[src/rtl/can_bit_link_pkg.sv]
package can_bit_link_pkg;
    typedef enum logic [1:0] {
        ST_INTEG = 2'd0,
        ST_IDLE  = 2'd1,
        ST_FRAME = 2'd2
    } link_state_e;

    localparam logic LVL_DOM = 1'b0;
    localparam logic LVL_REC = 1'b1;
endpackage

[src/rtl/cbl_integrator.sv]
module cbl_integrator #(
    parameter int INTEG_BITS = 11
) (
    input  logic clk,
    input  logic rst_n,
    input  logic en,
    input  logic step,
    input  logic bit_in,
    output logic done
);
    localparam int INT_W = $clog2(INTEG_BITS + 1);

    logic [INT_W-1:0] cnt_q;

    assign done = en && step && bit_in && (cnt_q == INT_W'(INTEG_BITS - 1));

    always_ff @(posedge clk or negedge rst_n) begin
        if (!rst_n) begin
            cnt_q <= '0;
        end else if (!en) begin
            cnt_q <= '0;
        end else if (step) begin
            if (bit_in && !done) cnt_q <= cnt_q + INT_W'(1);
            else                 cnt_q <= '0;
        end
    end


    integ_range_chk: assert property (@(posedge clk) disable iff (!rst_n)
        cnt_q < INT_W'(INTEG_BITS));
endmodule

[src/rtl/cbl_run_tracker.sv]
module cbl_run_tracker #(
    parameter int STUFF_LEN = 5
) (
    input  logic clk,
    input  logic rst_n,
    input  logic step,
    input  logic clear,
    input  logic start,
    input  logic stuff_bit,
    input  logic arm,
    input  logic bit_in,
    output logic due_q,
    output logic pol_q,
    output logic next_due,
    output logic next_pol
);
    localparam int RUN_W = $clog2(STUFF_LEN + 1);

    logic [RUN_W-1:0] run_q, run_n;
    logic             pol_n;

    always_comb begin
        run_n = run_q;
        pol_n = pol_q;
        if (clear) begin
            run_n = '0;
            pol_n = 1'b1;
        end else if (!step) begin
            run_n = run_q;
        end else if (start || stuff_bit) begin
            run_n = RUN_W'(1);
            pol_n = bit_in;
        end else if (arm) begin
            if (bit_in == pol_q && run_q != '0) run_n = run_q + RUN_W'(1);
            else                                run_n = RUN_W'(1);
            pol_n = bit_in;
        end else begin
            run_n = '0;
            pol_n = bit_in;
        end
    end

    assign next_due = step && !clear && !stuff_bit && arm &&
                      (run_n == RUN_W'(STUFF_LEN));
    assign next_pol = pol_n;

    always_ff @(posedge clk or negedge rst_n) begin
        if (!rst_n) begin
            run_q <= '0;
            pol_q <= 1'b1;
            due_q <= 1'b0;
        end else if (clear || step) begin
            run_q <= run_n;
            pol_q <= pol_n;
            due_q <= next_due;
        end
    end


    run_cap_chk: assert property (@(posedge clk) disable iff (!rst_n)
        run_q <= RUN_W'(STUFF_LEN));


    due_at_full_run_chk: assert property (@(posedge clk) disable iff (!rst_n)
        due_q |-> (run_q == RUN_W'(STUFF_LEN)));
endmodule

[src/rtl/cbl_monitor.sv]
module cbl_monitor (
    input  logic active,
    input  logic driving,
    input  logic tx_lvl,
    input  logic bus_lvl,
    input  logic arb_field,
    input  logic stuff_bit,
    output logic mon_err,
    output logic mon_arb
);
    logic mismatch;

    always_comb begin
        mismatch = active && driving && (tx_lvl != bus_lvl);
        mon_arb  = mismatch && arb_field && tx_lvl && !stuff_bit;
        mon_err  = mismatch && !mon_arb;
    end
endmodule

[src/rtl/can_bit_link.sv]
module can_bit_link
    import can_bit_link_pkg::*;
#(
    parameter int INTEG_BITS = 11,
    parameter int STUFF_LEN  = 5,
    parameter int CNT_W      = 16
) (
    input  logic             clk,
    input  logic             rst_n,
    input  logic             bit_strobe,
    input  logic             rx_bit,
    input  logic             stuff_en,
    input  logic             arb_field,
    input  logic             frame_end,
    input  logic             tx_active,
    input  logic             tx_bit,
    output logic             tx_ready,
    output logic             tx_out,
    output logic             rx_valid,
    output logic             rx_data,
    output logic             sof,
    output logic             stuff_err,
    output logic             bit_err,
    output logic             arb_lost,
    output logic [CNT_W-1:0] bus_bits,
    output logic [CNT_W-1:0] stuffed_bits
);
    link_state_e state_q, state_n;

    logic integ_done;
    logic due_q, pol_q, next_due, next_pol;
    logic mon_err, mon_arb;
    logic drv_q, lost_q;
    logic stuff_bit, stuff_bad, err, sof_evt, keep_tx;

    cbl_integrator #(.INTEG_BITS(INTEG_BITS)) u_integ (
        .clk    (clk),
        .rst_n  (rst_n),
        .en     (state_q == ST_INTEG),
        .step   (bit_strobe),
        .bit_in (rx_bit),
        .done   (integ_done)
    );

    cbl_monitor u_mon (
        .active    (bit_strobe && state_q != ST_INTEG),
        .driving   (drv_q),
        .tx_lvl    (tx_out),
        .bus_lvl   (rx_bit),
        .arb_field (arb_field),
        .stuff_bit (stuff_bit),
        .mon_err   (mon_err),
        .mon_arb   (mon_arb)
    );

    always_comb begin
        stuff_bit = (state_q == ST_FRAME) && due_q;
        stuff_bad = bit_strobe && stuff_bit && (rx_bit == pol_q);
        err       = stuff_bad || mon_err;
    end

    // next-state logic
    always_comb begin
        state_n = state_q;
        unique case (state_q)
            ST_INTEG: if (integ_done) state_n = ST_IDLE;
            ST_IDLE: begin
                if (bit_strobe && err)                    state_n = ST_INTEG;
                else if (bit_strobe && rx_bit == LVL_DOM) state_n = ST_FRAME;
            end
            ST_FRAME: begin
                if (bit_strobe && err) state_n = ST_INTEG;
                else if (frame_end)    state_n = ST_IDLE;
            end
            default: state_n = ST_INTEG;
        endcase
    end

    assign sof_evt = bit_strobe && (state_q == ST_IDLE) && (state_n == ST_FRAME);

    cbl_run_tracker #(.STUFF_LEN(STUFF_LEN)) u_run (
        .clk       (clk),
        .rst_n     (rst_n),
        .step      (bit_strobe),
        .clear     (state_n != ST_FRAME),
        .start     (state_q == ST_IDLE),
        .stuff_bit (stuff_bit),
        .arm       (stuff_en),
        .bit_in    (rx_bit),
        .due_q     (due_q),
        .pol_q     (pol_q),
        .next_due  (next_due),
        .next_pol  (next_pol)
    );

    always_comb begin
        keep_tx  = tx_active && !lost_q && !mon_arb && !err && (state_q != ST_INTEG);
        tx_ready = keep_tx && !next_due;
    end

    // state register
    always_ff @(posedge clk or negedge rst_n) begin
        if (!rst_n) state_q <= ST_INTEG;
        else        state_q <= state_n;
    end

    // outputs
    always_ff @(posedge clk or negedge rst_n) begin
        if (!rst_n) begin
            tx_out       <= LVL_REC;
            drv_q        <= 1'b0;
            lost_q       <= 1'b0;
            rx_valid     <= 1'b0;
            rx_data      <= LVL_REC;
            sof          <= 1'b0;
            stuff_err    <= 1'b0;
            bit_err      <= 1'b0;
            arb_lost     <= 1'b0;
            bus_bits     <= '0;
            stuffed_bits <= '0;
        end else begin
            rx_valid  <= 1'b0;
            sof       <= 1'b0;
            stuff_err <= 1'b0;
            bit_err   <= 1'b0;
            arb_lost  <= 1'b0;
            if (bit_strobe) begin
                if (keep_tx) begin
                    tx_out <= next_due ? ~next_pol : tx_bit;
                    drv_q  <= 1'b1;
                end else begin
                    tx_out <= LVL_REC;
                    drv_q  <= 1'b0;
                end
                stuff_err <= stuff_bad;
                bit_err   <= mon_err;
                arb_lost  <= mon_arb;
                if (sof_evt) begin
                    sof      <= 1'b1;
                    rx_valid <= 1'b1;
                    rx_data  <= rx_bit;
                end else if (state_q == ST_FRAME && !stuff_bit && !err) begin
                    rx_valid <= 1'b1;
                    rx_data  <= rx_bit;
                end
                if (sof_evt || state_q == ST_FRAME) bus_bits <= bus_bits + CNT_W'(1);
                if (stuff_bit && !err) stuffed_bits <= stuffed_bits + CNT_W'(1);
            end else if (frame_end) begin
                tx_out <= LVL_REC;
                drv_q  <= 1'b0;
            end
            if (bit_strobe && mon_arb)    lost_q <= 1'b1;
            else if (state_n != ST_FRAME) lost_q <= 1'b0;
        end
    end


    sof_from_idle_chk: assert property (@(posedge clk) disable iff (!rst_n)
        sof |-> ($past(state_q) == ST_IDLE && state_q == ST_FRAME));


    removed_not_passed_chk: assert property (@(posedge clk) disable iff (!rst_n)
        (stuffed_bits != $past(stuffed_bits)) |-> !rx_valid);


    stuff_err_restart_chk: assert property (@(posedge clk) disable iff (!rst_n)
        stuff_err |-> (state_q == ST_INTEG));


    bit_err_recessive_chk: assert property (@(posedge clk) disable iff (!rst_n)
        bit_err |-> (state_q == ST_INTEG && tx_out == LVL_REC));


    arb_not_err_chk: assert property (@(posedge clk) disable iff (!rst_n)
        arb_lost |-> (!bit_err && tx_out == LVL_REC && !tx_ready));
endmodule

[config.mk]
export PLATFORM = sky130hd
export DESIGN_NAME = can_bit_link
export DESIGN_NICKNAME = d
export VERILOG_FILES = /design/src/rtl/can_bit_link_pkg.sv /design/src/rtl/cbl_integrator.sv /design/src/rtl/cbl_run_tracker.sv /design/src/rtl/cbl_monitor.sv /design/src/rtl/can_bit_link.sv
export SDC_FILE = /design/constraint.sdc
export NUM_CORES = 1
export LEC_CHECK = 0
export CAP_MARGIN = 20
export CELL_PAD_IN_SITES_DETAIL_PLACEMENT = 1
export CELL_PAD_IN_SITES_GLOBAL_PLACEMENT = 2
export CORE_MARGIN = 2
export CORE_UTILIZATION = 33
export DETAILED_ROUTE_END_ITERATION = 12
export PLACE_DENSITY_LB_ADDON = 0.1
export SYNTH_ARGS = -nofsm -noshare
export SYNTH_HDL_FRONTEND = slang
export SYNTH_SLANG_ARGS = --single-unit
[constraint.sdc]
create_clock -name clk -period 2.6 [get_ports clk]
set_clock_uncertainty 0.1 [all_clocks]
set_input_delay 0.52 -clock clk [delete_from_list [all_inputs] [get_ports clk]]
set_output_delay 0.52 -clock clk [all_outputs]
set_load 0.01 [all_outputs]
==> reports/qor_table.md <==
| Group | Result | This run |
| --- | --- | --- |
| finish | Total inserted antenna cells | 0 |
| power | Combinational cell fraction of total power | 0.185 |
| finish | Post-layout net count | 334 |
| timing | Count of final max-slew check failures | 0 |
| timing | Summed negative setup slack over all endpoints | -0.0612 ns |
| power | Worst vdd rail ir drop | 0.201 mV |
| placed design | Port Buffer Count | 48 |
| power | Overall power | 1.83 mW |
| synth | Synth Net Count | 245 |
| finish | Share of post-route cells with drive strength above 1 | 0.225 |
| worst setup path | Critical Path Source Type | input pin |
| synth | Number of enable-type register cells in the synthesized netlist | 0 |
| die | I/O pins | 49 |
| synth | Number of register bits inferred by synthesis | 52 |
| drt | Detailed-route DRC error count | 0 |
| timing | Final Hold Fails | 0 |
| clock network | Clock edge transition at the registers on the reported setup and hold paths | 0.10 ns |
| placed design | Detailed-placement wirelength estimate | 4.70 mm |
| clock network | Clock sink total | 52 |
| power | Leakage dissipation | 1.60 nW |
| clock network | Clock tree from TritonCTS | done |
| worst setup path | Count of buffer and inverter cells on the critical path | 3 |
| status | Result of the run | finished with violations |
| clock network | CTS root buf | clkbuf_8 |
| timing | Final number of setup-violating endpoints | 1 |
| placed design | Area after detailed placement | 0.00335 mm^2 |
| die | Overall die height | 91.4 um |
| timing | Worst path setup slack after routing | -0.0612 ns |
| worst setup path | Arr. time, crit path | 2.04 ns |
| worst setup path | Slowest cell on the critical path | clkdlybuf4s50_1 |
| die | Floorplan die width | 91.4 um |
| power | Internal power | 1.33 mW |
| worst setup path | Kind of critical path | in -> out |
| timing | Part of the cycle the worst path needs | 1.02 |
| power | Total net switching power | 496 uW |
| drt | Number of nets still failing antenna checks after routing | 0 |
| clock network | Number of CTS-inserted buffers | 5 |
| global routing | Maximum number of pins on one net before global-route repair | 31 |
| worst setup path | Critical path's largest stage delay | 0.53 ns |
| finish | Synthesis-to-layout area growth | 40.9% |
| clock network | Clock latency at the later pin of the worst-skew pair | 0.30 ns |
| power | Sequential fraction of design power | 0.510 |
| global routing | Aggregate global routing overflow | 0 |
| synth | Number of different library cells in the post-synthesis netlist | 47 |
| worst setup path | Cell family with the largest share of critical-path delay | buffers and inverters |
| global routing | Wire length of the first global-routing pass | 10.4 mm |
| synth | Proportion of synthesized chip area in sequential cells | 0.518 |
| power | Switching share of power | 0.272 |
| worst setup path | Type of destination of the critical path | output port |
| drt | Starting DRT DRC Count | 41 |
| synth | Top FF cell, synth | dfrtp_1 |
| worst hold path | HP Class | reg -> reg |
| worst setup path | Worst Path Max Fanout | 13 |
| drt | Overall via count from detail_route | 2,013 |
| timing | Final hold slack | 0.371 ns |
| power | Clock Power Share | 0.305 |
| status | Violated checks | negative setup slack |
| drt | Number of optimization iterations in the first detailed-route pass | 4 |
| die | Std-Cell Rows | 31 |
| run | Max-capacitance violation count | 0 |
| drt | Detail-routed net length per standard cell | 14.5 um |
| global routing | GRT Util Overall | 0.154 |
| global routing | Vias in the first global route | 2,032 |
| timing | RSZ-0062 raised after global routing | true |
| global routing | Number of antenna violations at the first check in global routing | 0 |
| timing | Maximum frequency from static timing analysis | 376 MHz |
| drt | Vias per Instance | 4.80 |
| synth | Share of synthesized flip-flops with an asynchronous set or reset | 1.00 |
| synth | Average cell area after synthesis | 11.0 um^2 |
| power | Power per unit of standard cell area | 515 mW/mm^2 |
| synth | Yosys Warn Count | 0 |
| clock network | H-tree lvl count | 2 |
| worst setup path | Cells along the critical path | clkdlybuf4s50_1 > buf_6 > nand4_1 > or3_4 > nor2_4 > nor4_2 > buf_2 |
| placed design | Final GP Congestion | 0.828 |
| worst setup path | Required time of the critical path | 1.98 ns |
| finish | Post-route cell area | 0.00355 mm^2 |
| die | Starting density of the core | 0.344 |
| clock network | Buffers from clock root to sink, at most | 2 |
| die | Die area | 0.00835 mm^2 |
| synth | Netlist Area Pre-Place | 0.00252 mm^2 |
| drt | Routed Wire Length | 6.06 mm |
| timing | Least-Margin Pin Slew | 0.576 ns |
| timing | Remaining max-slew budget at the tightest pin | 0.614 |
| placed design | Pre-CTS worst setup slack | -0.668 ns |
| die | Placeable core region | 0.00733 mm^2 |
| timing | Final critical delay including setup and external delays | 2.66 ns |
| synth | Number of instances in the synthesized netlist | 230 |
==> cell type report <==
cell class                      count  area, um^2
Inverter                           11        43.8
Clock buffer                        5        68.8
Timing Repair Buffer               86         777
Fill cell                         811        3780
Tap cell                           99         124
Sequential cell                    52        1310
Clock inverter                      3        42.5
Multi-Input combinational cell    163        1190
==> sequential cells by signal (all words and copies together), names as in the netlist <==
| name | flops |
|---|---|
| state_q | 2 |
| bit_err | 1 |
| drv_q | 1 |
| lost_q | 1 |
| u_run.run_q | 3 |
| bus_bits | 16 |
| u_run.due_q | 1 |
| u_integ.cnt_q | 4 |
| sof | 1 |
| rx_data | 1 |
| stuffed_bits | 16 |
| rx_valid | 1 |
| tx_out | 1 |
| arb_lost | 1 |
| u_run.pol_q | 1 |
| stuff_err | 1 |
==> cell families after synthesis <==
| group | after synthesis | synth area share |
|---|---|---|
| and+or+nand+nor | 94 | 0.226 |
| adders and majority gates | 6 | 0.0298 |
| buffers and inverters | 15 | 0.0298 |
| DFF | 52 | 0.518 |
| AOI/OAI and AO/OA | 28 | 0.0700 |
| muxes | 2 | 0.00894 |
| xor gates and xnor gates | 33 | 0.118 |
==> placed cells by master (no fill, tap or decap), types with 3 or more instances in the layout <==
master and count:
dfrtp_1 49, clkdlybuf4s50_1 45, buf_4 34, xnor2_1 22, nand2_1 21, nand3_1 13, nor2_1 12, nand4_1 10
xor2_1 10, o21ai_0 9, inv_1 7, and3_1 6, nor3_1 5, clkbuf_8 5, a21oi_1 4, ha_1 4
nand3b_1 3, nand2b_1 3, inv_2 3, dfstp_2 3
==> power groups by stage <==
stage / Sequential (mW) / Clock (mW) / Combinational (mW)
finish: 0.931 / 0.557 / 0.339
global route: 0.944 / 0.615 / 0.378
CTS: 0.933 / 0.590 / 0.343
detailed placement: 0.948 / 0 / 0.335
global placement: 0.946 / 0 / 0.334
floorplan: 0.951 / 0 / 0.143
==> final timing paths <==
path                       cells after the start        startpoint               end  slack, ns
min reg2reg                                    1  stuffed_bits[15]  stuffed_bits[15]       0.37
max in group asynchronous                      3             rst_n           rx_data       1.35
max                                            7        bit_strobe          tx_ready      -0.06
max reg2reg                                    7    u_run.run_q[1]            tx_out       0.32
min in group asynchronous                      2             rst_n  stuffed_bits[10]       0.44
min                                            1  stuffed_bits[15]  stuffed_bits[15]       0.37
==> stage by stage <==
| stage | cells | utilization |
|---|---|---|
| 3_5_place_dp | 407 | 0.458 |
| 4_1_cts | 417 | 0.481 |
| 2_1_floorplan | 230 | - |
| 3_3_place_gp | 407 | 0.458 |
| 6_report | 419 | 0.484 |
| 5_1_grt | 419 | 0.484 |
==> worst reg2reg max path: cells and delay by family (launching register included) <==
family	cells	cell delay [ns]
simple gates	3	1.05
flops	1	0.42
fa+ha+maj	1	0.21
compound gates	1	0.17
buf+inv	1	0.16
xor+xnor	1	0.12
==> what timing repair did <==
item | CTS | global route
resized for setup | 16 | 2
pin swaps | 5 | 1
hold buffers | 1 | 0
setup buffers | 1 | 2
setup endpoints to repair | 1 | 1
hold endpoints to repair | 2 | 0
==> layer usage <==
metal	track usage	part of all wire	up-vias
li1	-	-	988
met1	0.210	0.47	985
met2	0.254	0.49	34
met3	0.0315	0.035	6
met4	0.0303	0.0079	0
met5	0	0	-
==> cell usage after synthesis, types with 3 or more instances <==
library cell,number,share of area
ha_1,6,0.030
nand2_1,21,0.031
nand3_1,14,0.028
and3_1,6,0.015
dfrtp_1,49,0.49
xor2_1,10,0.035
inv_1,9,0.013
nand3b_1,3,0.0089
a21oi_1,4,0.0079
nor3_1,5,0.0099
xnor2_1,22,0.077
dfstp_2,3,0.031
o21ai_0,10,0.020
nand2b_1,3,0.0075
nand4_1,10,0.025
nor2_1,13,0.019
No activity file was read; power rests on OpenSTA's default activity.
